$ cat src/rtl/pd_cke_pkg.sv
// Package: shared state encoding for the clock-enable sequencer.
// The state value doubles as the externally visible status code, so the
// encodings below are part of the block's interface.
package pd_cke_pkg;

    typedef enum logic [1:0] {
        PD_ST_NORMAL = 2'b00,
        PD_ST_PRECHG = 2'b01,
        PD_ST_ACTIVE = 2'b10,
        PD_ST_WAKING = 2'b11
    } pd_state_t;

endpackage

$ cat src/rtl/pd_entry_gate.sv
// Module: pd_entry_gate
// Purely combinational qualification of the power-down request.
// Determines whether any bank holds an open row, whether entry is legal
// this cycle, and whether an existing power-down must be left.
// Assumes inputs are synchronous to the controller clock.
module pd_entry_gate #(
    parameter int NUM_BANKS = 8
) (
    input  logic                 idle_req,
    input  logic [NUM_BANKS-1:0] bank_open,
    input  logic                 burst_busy,
    input  logic                 refresh_due,
    output logic                 any_open,
    output logic                 entry_ok,
    output logic                 exit_req
);

    logic [NUM_BANKS:0] open_chain;

    assign open_chain[0] = 1'b0;

    // Ripple OR of the per-bank open flags.
    genvar b;
    generate
        for (b = 0; b < NUM_BANKS; b++) begin : g_open
            assign open_chain[b+1] = open_chain[b] | bank_open[b];
        end
    endgenerate

    assign any_open = open_chain[NUM_BANKS];

    // Entry needs an idle request, no burst in flight and no refresh owed.
    assign entry_ok = idle_req & ~burst_busy & ~refresh_due;

    // Leaving power-down on withdrawn request or pending refresh.
    assign exit_req = ~idle_req | refresh_due;

endmodule

$ cat src/rtl/pd_gap_timer.sv
// Module: pd_gap_timer
// Countdown that spans the command-free window after the clock enable
// rises. A load sets the count to GAP; it then falls by one per cycle.
// Assumes GAP >= 1. busy_nxt predicts busy after the coming edge so that
// the parent can register its block output without an extra stage.
module pd_gap_timer #(
    parameter int GAP = 2
) (
    input  logic clk,
    input  logic rst_n,
    input  logic load,
    output logic busy,
    output logic busy_nxt,
    output logic last
);

    localparam int CW = $clog2(GAP + 1);
    localparam logic [CW-1:0] GAP_V = CW'(GAP);
    localparam logic [CW-1:0] ONE_V = CW'(1);

    logic [CW-1:0] cnt_q;

    // Load or decrement the remaining window length.
    always_ff @(posedge clk) begin
        if (!rst_n) begin
            cnt_q <= '0;
        end else if (load) begin
            cnt_q <= GAP_V;
        end else if (cnt_q != '0) begin
            cnt_q <= cnt_q - ONE_V;
        end
    end

    assign busy     = (cnt_q != '0);
    assign last     = (cnt_q == ONE_V);
    assign busy_nxt = load | (cnt_q > ONE_V);

endmodule

$ cat src/rtl/pd_cke_ctrl.sv
// Module: pd_cke_ctrl (top)
// Drives the clock enable of a DDR2-class device into and out of
// power-down. Picks precharged or active power-down from bank status at
// entry, refuses entry during bursts or when refresh is owed, leaves
// power-down when the idle request drops or refresh is due, and holds
// the scheduler at NOP for EXIT_GAP cycles after every clock-enable rise
// (including the one after reset). All outputs are registered.
// Assumes EXIT_GAP >= 1 and synchronous inputs.
module pd_cke_ctrl
    import pd_cke_pkg::*;
#(
    parameter int NUM_BANKS = 8,
    parameter int EXIT_GAP  = 2
) (
    input  logic                 clk,
    input  logic                 rst_n,
    input  logic                 idle_req,
    input  logic [NUM_BANKS-1:0] bank_open,
    input  logic                 burst_busy,
    input  logic                 refresh_due,
    output logic                 cke,
    output logic                 cmd_block,
    output logic [1:0]           pd_status
);

    pd_state_t state_q, state_n;
    logic      cke_q, cke_n;
    logic      block_q, block_n;
    logic      any_open, entry_ok, exit_req;
    logic      gap_load, gap_busy, gap_busy_nxt, gap_last;

    pd_entry_gate #(
        .NUM_BANKS (NUM_BANKS)
    ) u_gate (
        .idle_req    (idle_req),
        .bank_open   (bank_open),
        .burst_busy  (burst_busy),
        .refresh_due (refresh_due),
        .any_open    (any_open),
        .entry_ok    (entry_ok),
        .exit_req    (exit_req)
    );

    pd_gap_timer #(
        .GAP (EXIT_GAP)
    ) u_gap (
        .clk      (clk),
        .rst_n    (rst_n),
        .load     (gap_load),
        .busy     (gap_busy),
        .busy_nxt (gap_busy_nxt),
        .last     (gap_last)
    );

    // Next-state, next-CKE and wake-window launch decisions.
    always_comb begin
        state_n  = state_q;
        cke_n    = cke_q;
        gap_load = 1'b0;
        unique case (state_q)
            PD_ST_NORMAL: begin
                if (!cke_q) begin
                    cke_n    = 1'b1;
                    gap_load = 1'b1;
                end else if (entry_ok && !gap_busy) begin
                    cke_n   = 1'b0;
                    state_n = any_open ? PD_ST_ACTIVE : PD_ST_PRECHG;
                end
            end
            PD_ST_PRECHG, PD_ST_ACTIVE: begin
                if (exit_req) begin
                    cke_n    = 1'b1;
                    gap_load = 1'b1;
                    state_n  = PD_ST_WAKING;
                end
            end
            PD_ST_WAKING: begin
                if (gap_last) begin
                    state_n = PD_ST_NORMAL;
                end
            end
            default: state_n = PD_ST_NORMAL;
        endcase
    end

    // Command block follows the values the registers take at the edge.
    always_comb begin
        block_n = !cke_n || (state_n != PD_ST_NORMAL) || gap_busy_nxt;
    end

    // Output and state registers with synchronous reset.
    always_ff @(posedge clk) begin
        if (!rst_n) begin
            state_q <= PD_ST_NORMAL;
            cke_q   <= 1'b0;
            block_q <= 1'b1;
        end else begin
            state_q <= state_n;
            cke_q   <= cke_n;
            block_q <= block_n;
        end
    end

    assign cke       = cke_q;
    assign cmd_block = block_q;
    assign pd_status = state_q;

endmodule

$ cat config.mk
export PLATFORM = sky130hd
export DESIGN_NAME = pd_cke_ctrl
export DESIGN_NICKNAME = d
export VERILOG_FILES = /design/src/rtl/pd_cke_pkg.sv /design/src/rtl/pd_entry_gate.sv /design/src/rtl/pd_gap_timer.sv /design/src/rtl/pd_cke_ctrl.sv
export SDC_FILE = /design/constraint.sdc
export NUM_CORES = 1
export LEC_CHECK = 0
export ABC_AREA = 1
export CAP_MARGIN = 10
export CORE_MARGIN = 2
export CORE_UTILIZATION = 25
export DETAILED_ROUTE_END_ITERATION = 12
export DONT_BUFFER_PORTS = 1
export PLACE_DENSITY = 0.35
export REMOVE_ABC_BUFFERS = 1
export SYNTH_ARGS = -nofsm -noshare
export SYNTH_HDL_FRONTEND = slang
export SYNTH_SLANG_ARGS = --single-unit
$ cat constraint.sdc
create_clock -name clk -period 2.2 [get_ports clk]
set_input_delay 0.33 -clock clk [delete_from_list [all_inputs] [get_ports clk]]
set_output_delay 0.33 -clock clk [all_outputs]
set_load 0.005 [all_outputs]
Yosys cells after proc, flatten, opt, wreduce, memory -nomap -nowiden
Index checks and enable logic that the tools add are counted.
- bitwise logic cells: 15
- order comparisons: 1
- multiplexer cells: 15
- add/sub/neg operators: 1
- equality and inequality tests: 4
- reductions and logical operators: 11
- operator list (operator ; count):
    2-bit two-way mux ; 7
    1-bit bitwise OR ; 9
    2-bit one-hot mux with 3 select lines ; 1
    2-bit nonzero test ; 3
    1-bit two-way mux ; 5
    2-bit by 1-bit equality test with 1-bit output, second input constant ; 2
    2-bit equality test, second input constant ; 2
    1-bit NOT ; 4
    1-bit one-hot mux with 2 select lines ; 2
    2-bit OR reduction ; 2
    1-bit bitwise AND ; 2
    2-bit by 1-bit > comparator with 1-bit output, second input constant ; 1
    1-bit logical NOT ; 2
    2-bit logical NOT ; 1
    1-bit logical OR ; 2
    2-bit by 1-bit subtractor with 2-bit output, second input constant ; 1
    1-bit logical AND ; 1
- input port bits: 13
- register bits: 6
- output and inout bits: 4
- logic and storage cells: 52

Longest topological paths before layout
- depth in word-level cells: 14
- mapped depth: 9
- gate-level depth less buffers: 9

By module
A second synthesis with hierarchy kept.
- cell total of the unflattened synthesis: 77
- area, all modules: 431.7 um^2
- modules (own cells, without submodules) (module ; sequential area each (um^2) ; area each (um^2) ; times used ; cells each):
    pd_cke_ctrl ; 80.1 ; 274.0 ; 1 ; 45
    pd_gap_timer ; 40.0 ; 90.1 ; 1 ; 14
    pd_entry_gate ; 0.0 ; 67.6 ; 1 ; 18

Worst setup path after synthesis
OpenSTA, ideal clock, no wires.
- path type: register -> register
- start: register state_q[0], in the netlist pd_status[0]
- end: register block_q, in the netlist cmd_block
- cell stages (with the launch flop): 9
- arrival time: 1218 ps
- setup slack: 862 ps
- period minus slack after synthesis: 1338 ps
- setup time: 121 ps
- required time: 2079 ps
- path through: dfxtp_1 inv_1 ha_1 nor3_2 nor2_1 nand2_1 nand3_1 nor2_1 nand3_1
- word-level cells in the longest chain between the ends: 6
- RTL lines (what ; line ; RTL):
    from (decl) ; pd_cke_ctrl.sv:26 ; pd_state_t state_q, state_n;
    from (signal assigned) ; pd_cke_ctrl.sv:98 ; state_q <= state_n;
    2-bit by 1-bit equality test with 1-bit output (tied with other cells) ; pd_cke_ctrl.sv:60 ; unique case (state_q)
    2-bit OR reduction or 2-bit two-way mux (tied branches) ; pd_cke_ctrl.sv:60, pd_cke_ctrl.sv:62 ;
    2-bit one-hot mux with 3 select lines or 1-bit one-hot mux with 2 select lines (tied branches) ; pd_cke_ctrl.sv:60 ;
    2-bit nonzero test or 1-bit logical NOT (tied branches) ; pd_cke_ctrl.sv:88 ; block_n = !cke_n || (state_n != PD_ST_NORMAL) || gap_busy_nxt;
    1-bit logical OR ; pd_cke_ctrl.sv:88 ;
    1-bit logical OR (*) ; pd_cke_ctrl.sv:88 ;
    to (signal assigned) ; pd_cke_ctrl.sv:100 ; block_q <= block_n;
    to (decl) ; pd_cke_ctrl.sv:28 ; logic block_q, block_n;
Every way passes the cells marked *; elsewhere a longest branch is shown, timed or not.
A chain may end at the register's enable or synchronous reset.

Worst setup path after layout
Same ends and word-level chain as after synthesis.

==> results.md <==
* Mapped Area at 424 um^2
* R2r endpoint: cmd_block
* Final Hold Fails at 0
* Placer Congestion at 0.728
* Crit start category: flip-flop
* Fin nets at 88
* Placeable Area at 0.00154 mm^2
* Post-CTS sizing at 0
* R2r worst-path depth at 8
* Critical Path RT at 2.33 ns
* Gate count after technology mapping at 68
* DR pass1 iterations at 4
* RSZ-0062 raised after global routing: no
* Antenna violations before repair at 0
* Worst slew pin tran at roughly 0.21 ns
* Slew Limit Headroom at 0.859
* Tmin final at 1.49 ns
* WHS Path Cells at 2
* Clock Sinks at 6
* Fill count at between 150 and 200
* Maximum vdd drop at 0.281 mV
* CTS Buffer Depth at 2
* Distinct cells, synth at 18
* Largest family of logic cells by synthesized area: simple AND/OR/NAND/NOR gates
* Static Leak at about 0.00025 uW
* Row count at 14
* Final clock skew at 0.000664 ns
* Worst R2R Setup Slack at 0.71 ns
* EDFF count, synth at 0
* Number of buffers created by CTS at 3
* Async S/R FF share, synth at 0
* # IOs at 17
* Yosys warnings at 0
* Sequential area share after synthesis at 0.283
* Post-Syn Area per Cell at 6.24 um^2
* Final worst path period share at 0.677
* Util after Layout at 0.303
* Worst-Skew Late Latency at 0.24 ns
* CTS root buf: clkbuf_4
* Type of the worst setup path: flip-flop to flip-flop
* GRT overflow at 0
* Most numerous cell in the Yosys netlist: nand2_1
* Die footprint at 0.00204 mm^2
* CP endpoint kind: flip-flop
* Endpoints failing setup at 0
* DR vias at about 400
* Xor and xnor area share after synthesis at 0
* 1st-iter DRT viols at 5
* DR DRC count at 0
* Initial Util at 0.275
* First-pass GRT wire length at 1.53 mm
* Adder-cell area share of the yosys netlist at 0.0590
* DPL Wire Length at 744 um
* Via density at between 4 and 5
* Critical path arrival at 1.62 ns
* Post-Synth Simple-Gate Area at 0.475
* Largest net degree at the start of global routing at 7
* ANT cells at 0
* CTS Hold Bufs at 0
* Setup Fix Bufs, Post-CTS at 0
* Crit-path max FO at 4
* Main synth FF type: dfxtp_1
* Die H at around 45 um
* Final max-slew violation count at 0
* WL per Instance at 10.6 um
* Post-synthesis mux area share at 0
* Finished Cell Area at 467 um^2
* Layout cells sized above 1 at 0.169
* PwrDens at 589 mW/mm^2
* Max Clk Rate at 671 MHz
* CTS tree: done
* Routed WL at roughly 920 um
* Synth area leaders: dfxtp_1, nand2_1, inv_1
* Post-synthesis to final-layout area growth at 10.0%
* Vias in the first global route at 375
* FF+latch count, synth at 6
* Gr usage total at 0.111
* H-tree levels at 1
* Placed Area at 444 um^2
* List of most frequent post-synthesis cells: nand2_1, inv_1, nor2_1
* Buffers on Ports at 0
* Worst hold path class: primary input to flip-flop
* Post-synth top area cell: dfxtp_1
* Total Power at 275 uW
* TNS Setup at 0 ns
* R2R Path Start: pd_status[0]
* Top cell type's share of synthesized area at 0.283
* Number of max-cap violations at 0
* Hold_sp: rst_n
* Outcome: complete, no violations
* Post-DRT Antenna Nets at 0
* Worst Hold Path EP: u_gap.cnt_q[0]
* Die width at 45.2 um
* Clock Pin Slew Worst Setup and Hold Paths at 0.05 ns
* Synth Area in Compound Gates at 0.0590
## routing by layer
metal	global-route usage	up-vias	share of wire
met5	0	-	0
met4	0.124	0	0.016
met2	0.143	15	0.42
met1	0.143	175	0.48
met3	0.0200	2	0.076
li1	-	215	-
## cell usage in the layout (no fill, tap or decap)
master | Yosys | layout
a31oi_1 | 1 | 1
and2_0 | 1 | 1
clkbuf_4 | 0 | 3
dfxtp_1 | 6 | 6
ha_1 | 2 | 2
inv_1 | 12 | 12
inv_2 | 2 | 2
nand2_1 | 20 | 20
nand2_2 | 1 | 1
nand3_1 | 6 | 6
nand3_2 | 1 | 1
nor2_1 | 7 | 7
nor2_2 | 3 | 3
nor2_4 | 1 | 1
nor3_2 | 1 | 1
nor3b_1 | 1 | 1
o21ai_0 | 1 | 1
o21bai_1 | 1 | 1
o22ai_1 | 1 | 1
## sequential cells by signal (all words and copies together), names as in the netlist
register,count
pd_status,2
u_gap.cnt_q,2
cke,1
cmd_block,1
## critical path: stages (launching register included)
cell and delay [ns]:
dfxtp_1 0.37, inv_1 0.09, ha_1 0.35, nor3_2 0.17
nor2_1 0.08, nand2_1 0.09, nand3_1 0.08, nor2_1 0.09
nand3_1 0.07
## power breakdown
part / switching (uW) / total [uW] / leakage (uW) / internal, uW
Clock: 40.3 / 102 / 0.0000138 / 61.7
Combinational: 29.4 / 48.0 / 0.000190 / 18.6
Sequential: 7.77 / 125 / 0.0000494 / 117
Total: 77.5 / 275 / 0.000253 / 197
## cell families after synthesis
family	Yosys count
adder cells (fa/ha/maj)	2
AO/OA/AOI/OAI	4
flip-flops	6
buffers and inverters	14
AND/OR/NAND/NOR	42
## stage by stage
| step | cells | hold WS, ns | worst slack [ns] |
|---|---|---|---|
| finish | 87 | 0.249 | 0.710 |
| global route | 87 | 0.258 | 0.565 |
| CTS | 87 | 0.233 | 0.700 |
| detailed placement | 84 | 0.465 | 0.701 |
| global placement | 84 | 0.459 | 0.704 |
| floorplan | 68 | 0.440 | 0.862 |
## how the worst max path moves through the flow
stage / slack, ns / startpoint / depth (start not counted) / to
final: 0.71 / pd_status[0] / 8 / cmd_block
after global placement: 0.70 / pd_status[0] / 8 / cmd_block
after detailed placement: 0.70 / pd_status[0] / 8 / cmd_block
after global routing: 0.56 / pd_status[0] / 8 / cmd_block
after CTS: 0.70 / pd_status[0] / 8 / cmd_block
after floorplan: 0.86 / pd_status[0] / 8 / cmd_block
## cell type report
cell class                 count  area (um^2)  area share
multi-input combinational     48          251       0.539
sequential                     6          120       0.257
inverter                      14         52.6       0.113
clock buffer                   3         22.5      0.0483
tap                           16         20.0      0.0429
No activity file was read; power rests on OpenSTA's default activity.
